[src/rtl/hbc_pkg.sv]
package hbc_pkg;

    localparam int ADDR_W       = 8;
    localparam int DATA_W       = 8;
    localparam int CFG_MODE_BIT = 6;
    localparam int CFG_LOCK_BIT = 7;

    typedef enum logic [2:0] {
        ST_IDLE,
        ST_WAIT,
        ST_XFER,
        ST_HOLD,
        ST_GAP
    } bus_st_e;

    typedef struct packed {
        logic              wr;
        logic [ADDR_W-1:0] addr;
        logic [DATA_W-1:0] wdata;
    } bus_req_t;

    function automatic logic hits_cfg(input logic [ADDR_W-1:0] a,
                                      input logic [ADDR_W-1:0] alias_a,
                                      input logic [ADDR_W-1:0] alias_b);
        return (a == alias_a) || (a == alias_b);
    endfunction

endpackage

[src/rtl/hbc_cycle_fsm.sv]
module hbc_cycle_fsm
    import hbc_pkg::*;
#(
    parameter int ASYNC_WAIT = 2,
    parameter int SYNC_LEN   = 4,
    parameter int GAP_LEN    = 2
) (
    input  logic    clk,
    input  logic    rst,
    input  logic    ce_n,
    input  logic    sync_mode,
    input  logic    switch_pend,
    output bus_st_e st,
    output logic    take_req,
    output logic    enter_xfer,
    output logic    commit_sync,
    output logic    gap_err
);

    localparam int MAX_A   = (ASYNC_WAIT > SYNC_LEN) ? ASYNC_WAIT : SYNC_LEN;
    localparam int MAX_LEN = (MAX_A > GAP_LEN) ? MAX_A : GAP_LEN;
    localparam int CNT_W   = $clog2(MAX_LEN + 1);
    localparam logic [CNT_W-1:0] ASYNC_LAST = CNT_W'(ASYNC_WAIT - 1);
    localparam logic [CNT_W-1:0] SYNC_LAST  = CNT_W'(SYNC_LEN - 2);
    localparam logic [CNT_W-1:0] GAP_LAST   = CNT_W'(GAP_LEN - 1);

    bus_st_e          st_q, st_d;
    logic [CNT_W-1:0] cnt_q, cnt_d;
    logic             err_q, err_d;
    logic [CNT_W-1:0] wait_last;

    always_comb begin
        st_d        = st_q;
        cnt_d       = cnt_q;
        err_d       = err_q;
        take_req    = 1'b0;
        enter_xfer  = 1'b0;
        commit_sync = 1'b0;
        wait_last   = sync_mode ? SYNC_LAST : ASYNC_LAST;
        unique case (st_q)
            ST_IDLE: begin
                if (!ce_n) begin
                    st_d     = ST_WAIT;
                    cnt_d    = '0;
                    take_req = 1'b1;
                end
            end
            ST_WAIT: begin
                if (cnt_q == wait_last) begin
                    st_d       = ST_XFER;
                    enter_xfer = 1'b1;
                end else begin
                    cnt_d = cnt_q + 1'b1;
                end
            end
            ST_XFER, ST_HOLD: begin
                if (sync_mode) begin
                    if (!ce_n) begin
                        st_d     = ST_WAIT;
                        cnt_d    = '0;
                        take_req = 1'b1;
                    end else begin
                        st_d = ST_IDLE;
                    end
                end else if (ce_n) begin
                    if (switch_pend) begin
                        st_d        = ST_GAP;
                        cnt_d       = '0;
                        commit_sync = 1'b1;
                    end else begin
                        st_d = ST_IDLE;
                    end
                end else begin
                    st_d = ST_HOLD;
                end
            end
            ST_GAP: begin
                if (!ce_n) err_d = 1'b1;
                if (cnt_q == GAP_LAST) st_d = ST_IDLE;
                else cnt_d = cnt_q + 1'b1;
            end
            default: st_d = ST_IDLE;
        endcase
    end

    always_ff @(posedge clk) begin
        if (rst) begin
            st_q  <= ST_IDLE;
            cnt_q <= '0;
            err_q <= 1'b0;
        end else begin
            st_q  <= st_d;
            cnt_q <= cnt_d;
            err_q <= err_d;
        end
    end

    assign st      = st_q;
    assign gap_err = err_q;

    // the error flag is sticky
    assert_err_sticky_R6: assert property (@(posedge clk) disable iff (rst)
        err_q |=> err_q);

    // the guard interval is entered only from a handshaken cycle
    assert_gap_from_async_R5: assert property (@(posedge clk) disable iff (rst)
        (st_q != ST_GAP) && (st_d == ST_GAP) |-> !sync_mode);

endmodule

[src/rtl/hbc_cfg_reg.sv]
module hbc_cfg_reg
    import hbc_pkg::*;
(
    input  logic              clk,
    input  logic              rst,
    input  logic              wr_en,
    input  logic [DATA_W-1:0] wdata,
    input  logic              commit_sync,
    output logic [DATA_W-1:0] cfg_view,
    output logic              sync_mode,
    output logic              lock,
    output logic              switch_pend
);

    logic [DATA_W-1:0] cfg_q;
    logic              sync_q;
    logic              pend_q;

    always_ff @(posedge clk) begin
        if (rst) begin
            cfg_q  <= '0;
            sync_q <= 1'b0;
            pend_q <= 1'b0;
        end else begin
            if (wr_en) begin
                cfg_q <= wdata;
                if (!sync_q && wdata[CFG_MODE_BIT]) pend_q <= 1'b1;
            end
            if (commit_sync) begin
                sync_q <= 1'b1;
                pend_q <= 1'b0;
            end
        end
    end

    always_comb begin
        cfg_view               = cfg_q;
        cfg_view[CFG_MODE_BIT] = sync_q;
    end

    assign sync_mode   = sync_q;
    assign lock        = cfg_q[CFG_LOCK_BIT];
    assign switch_pend = pend_q;

    // synchronous mode is never left without reset
    assert_mode_one_way_R9: assert property (@(posedge clk) disable iff (rst)
        sync_q |=> sync_q);

    // a pending switch exists only while still handshaken
    assert_pend_async_R5: assert property (@(posedge clk) disable iff (rst)
        pend_q |-> !sync_q);

endmodule

[src/rtl/hbc_access_dec.sv]
module hbc_access_dec
    import hbc_pkg::*;
(
    input  logic              clk,
    input  logic              rst,
    input  bus_st_e           st,
    input  logic              enter_xfer,
    input  bus_req_t          req,
    input  logic              cfg_hit,
    input  logic              lock,
    input  logic [DATA_W-1:0] cfg_view,
    input  logic [DATA_W-1:0] file_rdata,
    output logic              dack,
    output logic              wr_stb,
    output logic              rd_stb,
    output logic [DATA_W-1:0] rdata
);

    logic              file_ok;
    logic [DATA_W-1:0] rd_sel;
    logic [DATA_W-1:0] rdata_q;

    assign file_ok = (st == ST_XFER) && !cfg_hit && !lock;
    assign wr_stb  = file_ok && req.wr;
    assign rd_stb  = file_ok && !req.wr;
    assign dack    = (st == ST_XFER) || (st == ST_HOLD);

    always_comb begin
        if (cfg_hit)   rd_sel = cfg_view;
        else if (lock) rd_sel = '0;
        else           rd_sel = file_rdata;
    end

    always_ff @(posedge clk) begin
        if (rst)                        rdata_q <= '0;
        else if (enter_xfer && !req.wr) rdata_q <= rd_sel;
    end

    assign rdata = rdata_q;

    // a strobe lasts one clock
    assert_strobe_single_R3: assert property (@(posedge clk) disable iff (rst)
        (wr_stb || rd_stb) |=> !(wr_stb || rd_stb));

endmodule

[src/rtl/hbc_host_bus.sv]
module hbc_host_bus
    import hbc_pkg::*;
#(
    parameter logic [ADDR_W-1:0] CFG_ADDR_A = 8'h0F,
    parameter logic [ADDR_W-1:0] CFG_ADDR_B = 8'h8F,
    parameter int                ASYNC_WAIT = 2,
    parameter int                SYNC_LEN   = 4,
    parameter int                GAP_LEN    = 2
) (
    input  logic              clk,
    input  logic              rst,
    input  logic              ce_n_i,
    input  logic              wr_i,
    input  logic [ADDR_W-1:0] addr_i,
    input  logic [DATA_W-1:0] wdata_i,
    output logic [DATA_W-1:0] rdata_o,
    output logic              dack_o,
    output logic              reg_wr_stb_o,
    output logic              reg_rd_stb_o,
    output logic [ADDR_W-1:0] reg_addr_o,
    output logic [DATA_W-1:0] reg_wdata_o,
    input  logic [DATA_W-1:0] reg_rdata_i,
    output logic              gap_err_o
);

    bus_st_e           st;
    bus_req_t          req_q;
    logic              take_req, enter_xfer, commit_sync;
    logic              sync_mode, lock, switch_pend, cfg_hit;
    logic [DATA_W-1:0] cfg_view;

    always_ff @(posedge clk) begin
        if (rst)           req_q <= '0;
        else if (take_req) req_q <= '{wr: wr_i, addr: addr_i, wdata: wdata_i};
    end

    assign cfg_hit = hits_cfg(req_q.addr, CFG_ADDR_A, CFG_ADDR_B);

    hbc_cycle_fsm #(
        .ASYNC_WAIT(ASYNC_WAIT),
        .SYNC_LEN  (SYNC_LEN),
        .GAP_LEN   (GAP_LEN)
    ) fsm_i (
        .clk        (clk),
        .rst        (rst),
        .ce_n       (ce_n_i),
        .sync_mode  (sync_mode),
        .switch_pend(switch_pend),
        .st         (st),
        .take_req   (take_req),
        .enter_xfer (enter_xfer),
        .commit_sync(commit_sync),
        .gap_err    (gap_err_o)
    );

    hbc_cfg_reg cfg_i (
        .clk        (clk),
        .rst        (rst),
        .wr_en      (enter_xfer && req_q.wr && cfg_hit),
        .wdata      (req_q.wdata),
        .commit_sync(commit_sync),
        .cfg_view   (cfg_view),
        .sync_mode  (sync_mode),
        .lock       (lock),
        .switch_pend(switch_pend)
    );

    hbc_access_dec dec_i (
        .clk       (clk),
        .rst       (rst),
        .st        (st),
        .enter_xfer(enter_xfer),
        .req       (req_q),
        .cfg_hit   (cfg_hit),
        .lock      (lock),
        .cfg_view  (cfg_view),
        .file_rdata(reg_rdata_i),
        .dack      (dack_o),
        .wr_stb    (reg_wr_stb_o),
        .rd_stb    (reg_rd_stb_o),
        .rdata     (rdata_o)
    );

    assign reg_addr_o  = req_q.addr;
    assign reg_wdata_o = req_q.wdata;

    // checker state: consecutive clocks with chip enable sampled low
    logic [7:0] lo_run_q;
    always_ff @(posedge clk) begin
        if (rst || ce_n_i)          lo_run_q <= '0;
        else if (lo_run_q != 8'hFF) lo_run_q <= lo_run_q + 1'b1;
    end

    // handshaken acknowledge appears a fixed delay after the start
    assert_async_ack_delay_R2: assert property (@(posedge clk) disable iff (rst)
        (!sync_mode && $rose(dack_o)) |-> (lo_run_q == 8'(ASYNC_WAIT + 1)));

    // synchronous acknowledge is a single-clock pulse
    assert_sync_ack_pulse_R7: assert property (@(posedge clk) disable iff (rst)
        (sync_mode && dack_o) |=> !dack_o);

    // no acknowledge right after the mode switch
    assert_gap_quiet_R6: assert property (@(posedge clk) disable iff (rst)
        $rose(sync_mode) |-> !dack_o);

    // strobes imply acknowledge
    assert_stb_has_ack_R10: assert property (@(posedge clk) disable iff (rst)
        (reg_wr_stb_o || reg_rd_stb_o) |-> dack_o);

endmodule

[config.mk]
export PLATFORM = sky130hd
export DESIGN_NAME = hbc_host_bus
export DESIGN_NICKNAME = d
export VERILOG_FILES = /design/src/rtl/hbc_pkg.sv /design/src/rtl/hbc_cycle_fsm.sv /design/src/rtl/hbc_cfg_reg.sv /design/src/rtl/hbc_access_dec.sv /design/src/rtl/hbc_host_bus.sv
export SDC_FILE = /design/constraint.sdc
export NUM_CORES = 1
export LEC_CHECK = 0
export BUFFER_PORTS_ARGS = -buffer_cell sky130_fd_sc_hd__buf_2
export CAP_MARGIN = 20
export CORE_MARGIN = 1
export CORE_UTILIZATION = 35
export CTS_BUF_LIST = sky130_fd_sc_hd__clkbuf_8 sky130_fd_sc_hd__clkbuf_16
export CTS_CLUSTER_SIZE = 24
export DETAILED_ROUTE_END_ITERATION = 8
export SLEW_MARGIN = 40
export SYNTH_ARGS = -nofsm -noshare
export SYNTH_HDL_FRONTEND = slang
export SYNTH_SLANG_ARGS = --single-unit
[constraint.sdc]
create_clock -name clk -period 2.25 [get_ports clk]
set_input_delay 0.45 -clock clk [delete_from_list [all_inputs] [get_ports clk]]
set_output_delay 0.45 -clock clk [all_outputs]
set_load 0.005 [all_outputs]
After elaboration in Yosys (flattened, before gate mapping)
Index checks and enable logic that the tools add are counted.

operators by class
  $add $sub $neg = 1
  equal/unequal tests = 15
  muxes and demuxes = 27
  bitwise operators = 1
  reductions and logical operators = 22

operators by type and width
  cell                                                                    count
  3-bit two-way mux                                                       12
  3-bit one-hot mux with 4 select lines                                   2
  8-bit two-way mux                                                       2
  1-bit two-way mux                                                       9
  8-bit by 4-bit equality test with 1-bit output (second input constant)  1
  8-bit equality test (second input constant)                             1
  1-bit logical AND                                                       8
  3-bit by 1-bit equality test with 1-bit output (second input constant)  2
  3-bit by 2-bit equality test with 1-bit output (second input constant)  2
  2-bit != test (second input constant)                                   3
  5-bit AND reduction                                                     1
  1-bit logical NOT                                                       4
  2-bit by 1-bit != test with 1-bit output (second input constant)        2
  2-bit AND reduction                                                     2
  4-bit nonzero test                                                      1
  2-bit OR reduction                                                      2
  3-bit by 1-bit adder with 3-bit output (second input constant)          1
  3-bit equality test                                                     1
  3-bit equality test (second input constant)                             1
  3-bit logical NOT                                                       1
  3-bit by 1-bit != test with 1-bit output (second input constant)        1
  3-bit by 2-bit != test with 1-bit output (second input constant)        1
  3-bit AND reduction                                                     1
  1-bit logical OR                                                        2
  3 further kinds                                                         3

storage, ports and cells
  bits in registers = 42
  input port bits = 28
  output and inout bits = 28
  logic and storage cells = 76

Longest topological paths before layout
  depth in word-level cells = 7
  gate-level depth with buffers = 6
  depth with buffers taken out = 6

By module
A second synthesis with hierarchy kept.

second synthesis, totals
  cells, all modules = 198
  area total of the unflattened synthesis = 2030.7 um^2

by module, submodules not included
  module          times used  cells each  area each (um^2)  sequential area each (um^2)
  hbc_host_bus    1           76          764.5             340.3
  hbc_access_dec  1           42          483.0             160.2
  hbc_cycle_fsm   1           48          431.7             140.1
  hbc_cfg_reg     1           32          351.6             180.2

Least setup slack after synthesis
Ideal clock, no wire load.

  path kind = register to output
  start = register req_q, in the netlist reg_addr_o[4]
  end = output port reg_rd_stb_o
  arrival = 1366 ps
  data required time = 1800 ps
  path slack = 434 ps
  stages on the path, launching flop included = 5
  path buffers = 0
  cells stage by stage = dfxtp_1 > nor4b_1 > nand2_1 > nand3_1 > nor2_1

between the ends
  word-level cells in the longest chain between the ends = 6
  elaborated cells on any way between the ends = 7
  those cells by class = 2 x eq/ne; 5 x reduce/logical

ends and longest elaborated chain
  item                                                                                   RTL line              source
  from (decl)                                                                            hbc_host_bus.sv:27    bus_req_t req_q;
  from (signal assigned)                                                                 hbc_host_bus.sv:34    else if (take_req) req_q <= '{wr: wr_i, addr: addr_i, wdata: wdata_i};
  8-bit by 4-bit equality test with 1-bit output or 8-bit equality test (tied branches)  hbc_pkg.sv:25         return (a == alias_a) || (a == alias_b);
  1-bit logical OR (*)                                                                   hbc_pkg.sv:25
  1-bit logical NOT (*)                                                                  hbc_access_dec.sv:23  assign file_ok = (st == ST_XFER) && !cfg_hit && !lock;
  1-bit logical AND (*) (2 in series)                                                    hbc_access_dec.sv:23
  1-bit logical AND (*)                                                                  hbc_access_dec.sv:25  assign rd_stb = file_ok && !req.wr;
  to (decl)                                                                              hbc_host_bus.sv:19    output logic reg_rd_stb_o,

Every way passes the cells marked *; elsewhere a longest branch is shown, timed or not.

Worst setup path in the final report
Ends and elaborated chain as after synthesis.

==> results.py <==
metrics = {
    "clock_tree": {
        "cts_max_path_buffers": 2,
        "cts_resized": 0,
        "cts_max_level": 2,
        "cts_tree": "built",
        "cts_hold_buffers": 0,
        "clock_sinks": 41,
        "post_cts_buffers": 0,
        "cts-buffers-inserted": 5,
        "root_buffer": "clkbuf_8",
        "clock_latency_ns": 0.29,
        "clk_pin_slew_ns": 0.08,
    },
    "floorplan": {
        "rows": 27,
        "die-area_sq_um": 6000,
        "die_height_microns": 77.5,
        "die_x_microns": 77.5,
        "coreArea_sq_um": 5510,
        "ioPinCount": 56,
        "start_util": 0.362,
    },
    "final_layout": {
        "drive_gt1_frac": 0.300,
        "diodes": 0,
        "syn_to_final_growth_pct": 16.5,
        "fin_area_sq_um": 2320,
        "nNetsFinal": 289,
        "n_fill_cell": 559,
        "fin_cells": 332,
    },
    "placed_design": {
        "placed_area_sq_um": 2220,
        "placed_cells": 324,
        "dp.final_hpwl_mm": 3.11,
        "io_buffer_count": 55,
        "gp_congestion": 0.801,
    },
    "synth": {
        "synth.avg_cell_area_sq_um": 9.06,
        "synth_edf_count": 0,
        "synth_commonest_cells": "dfxtp_1, nor2_1, mux2i_1",
        "ys_seq_elements": 41,
        "syn_area_sq_um": 1990,
        "synth.most_common_cell": "dfxtp_1",
        "synth_fp_nets": 250,
        "ys_seq_area_frac": 0.412,
        "ys_types": 46,
        "synth_largest_area_cell": "dfxtp_1",
        "syn_inst": 220,
        "synthTopCellsByArea": "dfxtp_1, mux2i_1, nor2_1",
        "ys_warn_count": 0,
        "ys.flop_type": "dfxtp_1",
        "synthArstFlopShare": 0,
        "synth_top_area_share": 0.412,
    },
    "pwr": {
        "internal_power_mw": 1.15,
        "pwr-share-clk": 0.355,
        "switchingPower_uw": 405,
        "switching_share": 0.261,
        "comb_power_share": 0.137,
        "power.density_nw_per_um2": 669,
        "p_leak_nw": 1.06,
        "seqPwrFrac": 0.508,
        "vdd_drop_max_uv": 296,
    },
    "critical_path": {
        "cp.arrival_ns": 1.51,
        "slowest_stage": "dfxtp_1",
        "crit_required_ns": 1.80,
        "max_stage_delay_ns": 0.34,
        "crit_chain": "nor4b_1 -> buf_4 -> nand2_1 -> nand3_1 -> nor2_1 -> buf_2",
        "critical_path_class": "reg -> out",
        "cp_max_fo": 4,
        "cp-start-kind": "register",
        "end_kind": "primary output",
    },
    "timing": {
        "tns_ns": 0,
        "hold_viol_final": 0,
        "hold_ws_ns": 0.386,
        "fin_skew_ns": 0.00866,
        "slew_headroom": 0.608,
        "drv_slew": 0,
        "finalCritPeriodShare": 0.872,
        "worstMarginPinSlew_ns": 0.588,
        "rsz0062_at_grt": "false",
        "clock.fmax_mhz": 510,
        "layout_min_cycle_time_ns": 1.96,
        "setup_viol": 0,
    },
    "route": {
        "ant_nets": 0,
        "dr.pass1.iters": 4,
        "vias": 1638,
        "first_iter_violations": 31,
        "wl_per_cell_microns": 13.0,
        "wirelength_mm": 4.30,
        "vias_per_cell": 4.93,
        "drc": 0,
    },
    "global_routing": {
        "grt_pass1_vias": 1482,
        "track_usage": 0.147,
        "grt_pass1_wl_mm": 7.14,
        "grt.overflow.total": 0,
        "antenna_found_initial": 0,
        "grt_max_degree": 33,
    },
    "run_status": {
        "outcome": "completed",
    },
    "flow_run": {
        "cap_violations": 0,
    },
    "min_path": {
        "hp-class": "in -> reg",
    },
}
-- metal layers --
| layer | share of wire | up-vias | routed length [microns] | GRT usage |
|---|---|---|---|---|
| met5 | 0 | - | 0 | 0 |
| li1 | - | 844 | - | - |
| met4 | 0.011 | 0 | 47 | 0.0396 |
| met2 | 0.48 | 42 | 2050 | 0.242 |
| met1 | 0.47 | 747 | 2030 | 0.195 |
| met3 | 0.041 | 5 | 177 | 0.0294 |
-- critical path, delay by kind of cell (launching register included) --
family / cells / cell delay, ns
flops: 1 / 0.34
simple gates: 4 / 0.57
buf+inv: 2 / 0.32
-- cell families (layout without fill, tap and decap cells) --
group | Yosys count | in the layout | synth area share
and+or+nand+nor | 82 | 82 | 0.213
DFF | 41 | 41 | 0.412
AOI/OAI and AO/OA | 40 | 40 | 0.148
buffers and inverters | 31 | 71 | 0.0942
muxes | 23 | 23 | 0.116
adders and majority gates | 2 | 2 | 0.0126
xor gates and xnor gates | 1 | 1 | 0.00440
-- metrics by stage --
step                      setup WS [ns]   util  total power [mW]
final                             0.289  0.422              1.55
after global routing              0.193  0.422              1.64
after CTS                         0.268  0.421              1.57
after detailed placement          0.426  0.402              1.02
after global placement            0.394  0.402              1.02
after floorplan                   0.434      -             0.966
-- layout make-up --
cell class | count | area (sq um) | area share
Sequential cell | 41 | 821 | 0.353
Clock inverter | 1 | 8.76 | 0.00377
Tap cell | 72 | 90.1 | 0.0388
Clock buffer | 7 | 96.3 | 0.0415
Timing Repair Buffer | 59 | 305 | 0.131
Inverter | 4 | 15.0 | 0.00647
Multi-Input combinational cell | 148 | 986 | 0.425
-- state kept, by name, indices dropped and copies added, names as in the netlist --
signal	flops
dec_i.rdata	8
cfg_i.sync_mode	1
fsm_i.cnt_q	3
cfg_i.cfg_q	7
reg_addr_o	8
cfg_i.switch_pend	1
req_q	1
reg_wdata_o	8
fsm_i.gap_err	1
fsm_i.st	3
-- path summary, 6_finish.rpt --
check	from	endpoint	slack, ns	depth (start not counted)
min	addr_i[5]	reg_addr_o[5]	0.39	3
max reg2reg	fsm_i.st[2]	fsm_i.cnt_q[1]	0.41	4
min reg2reg	fsm_i.gap_err	fsm_i.gap_err	0.47	2
max	reg_addr_o[4]	reg_rd_stb_o	0.29	6
-- power by group through the flow --
stage | registers [mW] | logic [mW] | clock network (mW)
global placement | 0.806 | 0.214 | 0
floorplan | 0.799 | 0.167 | 0
global route | 0.795 | 0.237 | 0.603
finish | 0.790 | 0.213 | 0.551
detailed placement | 0.807 | 0.215 | 0
CTS | 0.790 | 0.216 | 0.566
-- placed cells by master (no fill, tap or decap), drive strengths merged, types with 2 or more instances in the layout --
cell type / n
nand4: 2
a21oi: 9
ha: 2
nand2b: 3
or3b: 2
nand3: 13
dfxtp: 41
and3: 2
or4b: 2
clkbuf: 7
mux2i: 23
a31oi: 2
or2: 2
inv: 5
nor4b: 2
nand2: 3
nor2: 35
nor3: 3
nor2b: 8
nand3b: 2
o21ai: 8
o32ai: 2
buf: 59
a211oi: 9
Power figures use the tool's default switching activity.
